## config.mk

```make
export PLATFORM = sky130hd
export DESIGN_NAME = bus_hold_ctrl
export DESIGN_NICKNAME = d
export VERILOG_FILES = /design/src/rtl/bhc_pkg.sv /design/src/rtl/bhc_sync.sv /design/src/rtl/bhc_fsm.sv /design/src/rtl/bus_hold_ctrl.sv
export SDC_FILE = /design/constraint.sdc
export NUM_CORES = 1
export LEC_CHECK = 0
export ABC_AREA = 0
export BUFFER_PORTS_ARGS = -buffer_cell sky130_fd_sc_hd__buf_4
export CAP_MARGIN = 15
export CORE_AREA = 2 2 39 41
export CTS_BUF_LIST = sky130_fd_sc_hd__clkbuf_4
export DETAILED_ROUTE_END_ITERATION = 7
export DIE_AREA = 0 0 41 43
export GPL_TIMING_DRIVEN = 1
export SYNTH_ARGS = -nofsm -noshare
export SYNTH_HDL_FRONTEND = slang
export SYNTH_SLANG_ARGS = --single-unit
```

## constraint.sdc

```tcl
create_clock -name clk -period 2.7 [get_ports clk]
set_clock_uncertainty 0.15 [all_clocks]
set_input_delay 0.27 -clock clk [delete_from_list [all_inputs] [get_ports clk]]
set_output_delay 0.27 -clock clk [all_outputs]
set_load 0.01 [all_outputs]
```

## src/rtl/bhc_pkg.sv

```systemverilog
package bhc_pkg;

    // Handshake states; encoding is free, only the names matter.
    typedef enum logic [2:0] {
        ST_LOCAL     = 3'd0,
        ST_WAIT_IDLE = 3'd1,
        ST_HELD      = 3'd2,
        ST_HELD_REQ  = 3'd3,
        ST_RELEASE   = 3'd4
    } bhc_state_e;

    // Minimum synchronizer depth accepted by the block.
    localparam int BHC_MIN_SYNC = 2;

endpackage

```

## src/rtl/bhc_sync.sv

```systemverilog
module bhc_sync #(
    parameter int   STAGES    = 2,
    parameter logic RESET_VAL = 1'b1
) (
    input  logic clk,
    input  logic rst_n,
    input  logic d_async,
    output logic q_sync
);
    localparam int LAST = STAGES - 1;

    logic [LAST:0] chain;

    always_ff @(posedge clk or negedge rst_n) begin
        if (!rst_n) begin
            chain <= {STAGES{RESET_VAL}};
        end else begin
            chain <= {chain[LAST-1:0], d_async};
        end
    end

    assign q_sync = chain[LAST];

    // the synchronized value follows the raw input exactly STAGES edges late (depth 2 default).
    a_r3_sync_lag: assert property (@(posedge clk) disable iff (!rst_n)
        ($past(d_async, 2) == $past(d_async, 2)) && $past(rst_n, 2) |-> (q_sync == $past(d_async, 2)) || (STAGES != 2));

endmodule

```

## src/rtl/bhc_fsm.sv

```systemverilog
module bhc_fsm
    import bhc_pkg::*;
(
    input  logic clk,
    input  logic rst_n,
    input  logic hold_en,
    input  logic hold_act,
    input  logic cyc_pending,
    input  logic bus_idle,
    output logic hold_ack_n,
    output logic bus_req_n,
    output logic bus_float
);
    bhc_state_e state_q;
    bhc_state_e state_d;

    logic want_hold;
    assign want_hold = hold_en && hold_act;

    // State register.
    always_ff @(posedge clk or negedge rst_n) begin
        if (!rst_n) begin
            state_q <= ST_LOCAL;
        end else begin
            state_q <= state_d;
        end
    end

    // Next-state logic.
    always_comb begin
        state_d = state_q;
        unique case (state_q)
            ST_LOCAL: begin
                if (want_hold) begin
                    if (!bus_idle)        state_d = ST_WAIT_IDLE;
                    else if (cyc_pending) state_d = ST_HELD_REQ;
                    else                  state_d = ST_HELD;
                end
            end
            ST_WAIT_IDLE: begin
                if (!want_hold)        state_d = ST_LOCAL;
                else if (bus_idle) begin
                    if (cyc_pending)   state_d = ST_HELD_REQ;
                    else               state_d = ST_HELD;
                end
            end
            ST_HELD: begin
                if (!want_hold)        state_d = ST_RELEASE;
                else if (cyc_pending)  state_d = ST_HELD_REQ;
            end
            ST_HELD_REQ: begin
                if (!want_hold)        state_d = ST_RELEASE;
            end
            ST_RELEASE: begin
                state_d = ST_LOCAL;
            end
            default: state_d = ST_LOCAL;
        endcase
    end

    // Output decode (Moore).
    always_comb begin
        hold_ack_n = 1'b1;
        bus_req_n  = 1'b1;
        bus_float  = 1'b0;
        unique case (state_q)
            ST_LOCAL, ST_WAIT_IDLE: begin
                bus_float = 1'b0;
            end
            ST_HELD: begin
                hold_ack_n = 1'b0;
                bus_float  = 1'b1;
            end
            ST_HELD_REQ: begin
                hold_ack_n = 1'b0;
                bus_req_n  = 1'b0;
                bus_float  = 1'b1;
            end
            ST_RELEASE: begin
                bus_float = 1'b1;
            end
            default: begin
                bus_float = 1'b0;
            end
        endcase
    end

    // protocol disabled for two samples means no acknowledge.
    a_r2_disabled_no_ack: assert property (@(posedge clk) disable iff (!rst_n)
        (!hold_en && $past(!hold_en)) |-> (hold_ack_n && bus_req_n));

    // the drivers start floating only after an idle sample.
    a_r4_grant_on_idle: assert property (@(posedge clk) disable iff (!rst_n)
        $rose(bus_float) |-> $past(bus_idle));

    // acknowledge implies floating drivers.
    a_r5_ack_floats: assert property (@(posedge clk) disable iff (!rst_n)
        !hold_ack_n |-> bus_float);

    // bus request never leads the acknowledge.
    a_r6_req_after_ack: assert property (@(posedge clk) disable iff (!rst_n)
        !bus_req_n |-> !hold_ack_n);

    // a fresh bus request is always backed by a pending cycle.
    a_r10_req_needs_pending: assert property (@(posedge clk) disable iff (!rst_n)
        $fell(bus_req_n) |-> $past(cyc_pending));

    // the request persists while the hold is still wanted.
    a_r7_req_sticky: assert property (@(posedge clk) disable iff (!rst_n)
        (!bus_req_n && want_hold) |=> !bus_req_n);

    // acknowledge and request rise together; float lingers one clock.
    a_r8_release_order: assert property (@(posedge clk) disable iff (!rst_n)
        $rose(hold_ack_n) |-> (bus_req_n && bus_float));

    a_r8_float_drop: assert property (@(posedge clk) disable iff (!rst_n)
        $rose(hold_ack_n) |=> !bus_float);

endmodule

```

## src/rtl/bus_hold_ctrl.sv

```systemverilog
module bus_hold_ctrl
    import bhc_pkg::*;
#(
    parameter int SYNC_STAGES = 2
) (
    input  logic clk,
    input  logic rst_n,
    input  logic hold_en,
    input  logic hold_req_n,
    input  logic cyc_pending,
    input  logic bus_idle,
    output logic hold_ack_n,
    output logic bus_req_n,
    output logic bus_float
);
    localparam int DEPTH = (SYNC_STAGES < BHC_MIN_SYNC) ? BHC_MIN_SYNC : SYNC_STAGES;

    logic hold_req_n_s;
    logic hold_act;

    bhc_sync #(
        .STAGES    (DEPTH),
        .RESET_VAL (1'b1)
    ) u_sync (
        .clk     (clk),
        .rst_n   (rst_n),
        .d_async (hold_req_n),
        .q_sync  (hold_req_n_s)
    );

    assign hold_act = ~hold_req_n_s;

    bhc_fsm u_fsm (
        .clk         (clk),
        .rst_n       (rst_n),
        .hold_en     (hold_en),
        .hold_act    (hold_act),
        .cyc_pending (cyc_pending),
        .bus_idle    (bus_idle),
        .hold_ack_n  (hold_ack_n),
        .bus_req_n   (bus_req_n),
        .bus_float   (bus_float)
    );

    // outputs inactive while reset is held.
    always_comb begin
        if (!rst_n) begin
            a_r1_reset_idle: assert (hold_ack_n && bus_req_n && !bus_float);
        end
    end

endmodule

```

==> flow_summary.json <==
{
  "status": "finished, final reports clean",
  "worstPathRequired_ns": 2.28,
  "post_cts_resized": 0,
  "final_hold_viol_count": 0,
  "io_pins": 9,
  "seqPwrFrac_pct": 41.6,
  "fmax_mhz": 697,
  "r2r_cells": 3,
  "worstMarginPinSlew_ns": 0.235,
  "critPathArrivalTime_ns": 1.01,
  "max_stage_delay_ns": 0.41,
  "max_cap_violations": 0,
  "avgSynthCellArea_um2": 11.7,
  "cts_buffers": 3,
  "fin_crit_ns": 1.43,
  "wl_per_cell_um": 7.85,
  "synth-seq-cells": 5,
  "internal-power_uw": 160,
  "layout.nets": 39,
  "wirelength_um": 377,
  "whs_ns": 0.0719,
  "clkTransAtPathRegs_ns": 0.04,
  "grt_start_max_net_pins": 7,
  "cts_tree": "done",
  "mostFrequentLayoutCell": "buf_4",
  "synth.area.top_cells": "dfrtp_1 36%, dfstp_2 25%, nor4b_2 7.1%",
  "startpoint_type": "flop",
  "p_sw_uw": 41.3,
  "p_comb_share_pct": 10.9,
  "synth_top_area_share_pct": 35.5,
  "clock_path_buffers": 2,
  "clk_latency_ns": 0.24,
  "gp_congestion": 0.621,
  "diodes": 0,
  "syn_nets": 24,
  "synthCells": 18,
  "vdd_drop_max_v": 0.000240,
  "core-area_um2": 1380,
  "post_drt_via_cell_ratio": 3.71,
  "vias": 178,
  "crit_fanout": 5,
  "fillerInstances": 160,
  "power.density_nw_per_um2": 588,
  "p_leak_nw": 0.157,
  "post-route-util_pct": 24.7,
  "yosysWarnings": 0,
  "crit_start": "u_fsm.state_q[2]",
  "crit_path_cell_trace": "nand2b_1 -> nand2_1 -> buf_4",
  "drt_first_pass_iters": 2,
  "die_w_um": 41,
  "die_h_um": 43,
  "place_area_um2": 292,
  "port_buffers": 8,
  "drcViolationCount": 0,
  "die-area_um2": 1760,
  "worstHoldStart": "hold_en",
  "ctsHtreeMaxLevel": 1,
  "finalSetupTns_ns": 0,
  "crit_path_end_kind": "output pin",
  "cts_setup_buffers": 0,
  "hold_path_class": "input pin to flop",
  "grt_use_total_pct": 5.76,
  "relSlewSlack_pct": 84.1,
  "layout_common_cells": "8 x buf_4, 4 x clkbuf_4, 3 x dfrtp_1",
  "cpMaxStageDelayCell": "dfrtp_1",
  "syn-cell-area_um2": 211,
  "drt_iter0_markers": 1,
  "row_count": 14,
  "grt_pass1_vias": 180,
  "drt.antenna.violating_nets": 0,
  "synth_top_area_cell": "dfrtp_1",
  "overflow": 0,
  "cts-root-buf": "clkbuf_4",
  "min_path_cells": 2,
  "drive_gt1_share_pct": 50.0,
  "design_area_um2": 342,
  "crit_type": "flop to output pin",
  "multi_input_area_um2": 80.1,
  "grt_pass1_wl_um": 634,
  "swShare_pct": 20.5,
  "ys_types": 12,
  "slew_violations": 0,
  "initial_core_util_pct": 15.3,
  "setup_violations": 0,
  "rsz0062_at_grt": "false",
  "antenna_found_initial": 0,
  "cts.sinks": 5,
  "total_power_uw": 201,
  "crit-reg2reg-launch": "u_fsm.state_q[1]",
  "regArea_um2": 128,
  "syn2layout_area_growth_pct": 61.5,
  "min_period_over_period_pct": 53.1,
  "clockPowerShare_pct": 47.5,
  "synth_seq_area_share_pct": 60.4
}
worst max-delay path, delay by kind of cell (launching register included):
| kind | cells | cell delay [ns] |
|---|---|---|
| and+or+nand+nor | 2 | 0.26 |
| buffers and inverters | 1 | 0.11 |
| DFF | 1 | 0.41 |
path summary, 6_finish.rpt:
path | endpoint | slack [ns]
worst min register to register | u_sync.chain[1] | 0.20
max in group asynchronous | u_sync.chain[0] | 2.00
min in group asynchronous | u_fsm.state_q[2] | 0.21
worst max register to register | u_fsm.state_q[0] | 1.59
worst min-delay path | u_fsm.state_q[2] | 0.07
worst max-delay path | bus_float | 1.27
metal layers:
| layer | global-route usage, % | vias up | wire length [um] | part of all wire (%) |
|---|---|---|---|---|
| li1 | - | 89 | - | - |
| met3 | 6.28 | 0 | 46 | 12 |
| met5 | 0 | - | 0 | 0 |
| met1 | 5.26 | 80 | 142 | 38 |
| met2 | 8.13 | 9 | 189 | 50 |
| met4 | 2.00 | 0 | 0 | 0 |
logic make-up after synthesis:
group	count (synthesis)	share of synthesized area (%)
flip-flops	5	60.4
buffers and inverters	1	1.77
AND/OR/NAND/NOR	10	31.4
AO/OA/AOI/OAI	2	6.51
cell usage after synthesis, drive strengths merged:
cell,instances
dfrtp,3
a21oi,2
dfstp,2
nand2,2
nand2b,2
nor2,2
nor4b,2
inv,1
nand3b,1
or2b,1
metrics by stage:
step                      cells  setup slack [ns]
final                        48              1.27
after global routing         48              1.18
after CTS                    48              1.24
after detailed placement     42              1.51
after global placement       42              1.50
after floorplan              18              1.55
cell type report:
cell class	instances	share of cell area [%]
inverters	1	1.10
well taps	16	5.86
repair buffers	10	23.4
flip-flops and latches	5	37.4
clock buffers	4	8.79
multi-input cells	12	23.4
sequential cells by signal, summed over array words and instances (netlist names):
name and count:
u_sync.chain 2, u_fsm.state_q 3
what timing repair did:
action	CTS	global route
endpoints found under the setup margin	0	0
endpoints found under the hold margin	6	0
hold buffers	2	0
power by group through the flow:
stage	logic [mW]	registers, mW	clock network [mW]
floorplan	0.00866	0.0837	0
global placement	0.0199	0.0844	0
detailed placement	0.0201	0.0845	0
CTS	0.0224	0.0835	0.0997
global route	0.0241	0.0845	0.105
finish	0.0219	0.0835	0.0955
Note: power is estimated with default switching activity, not from simulation.
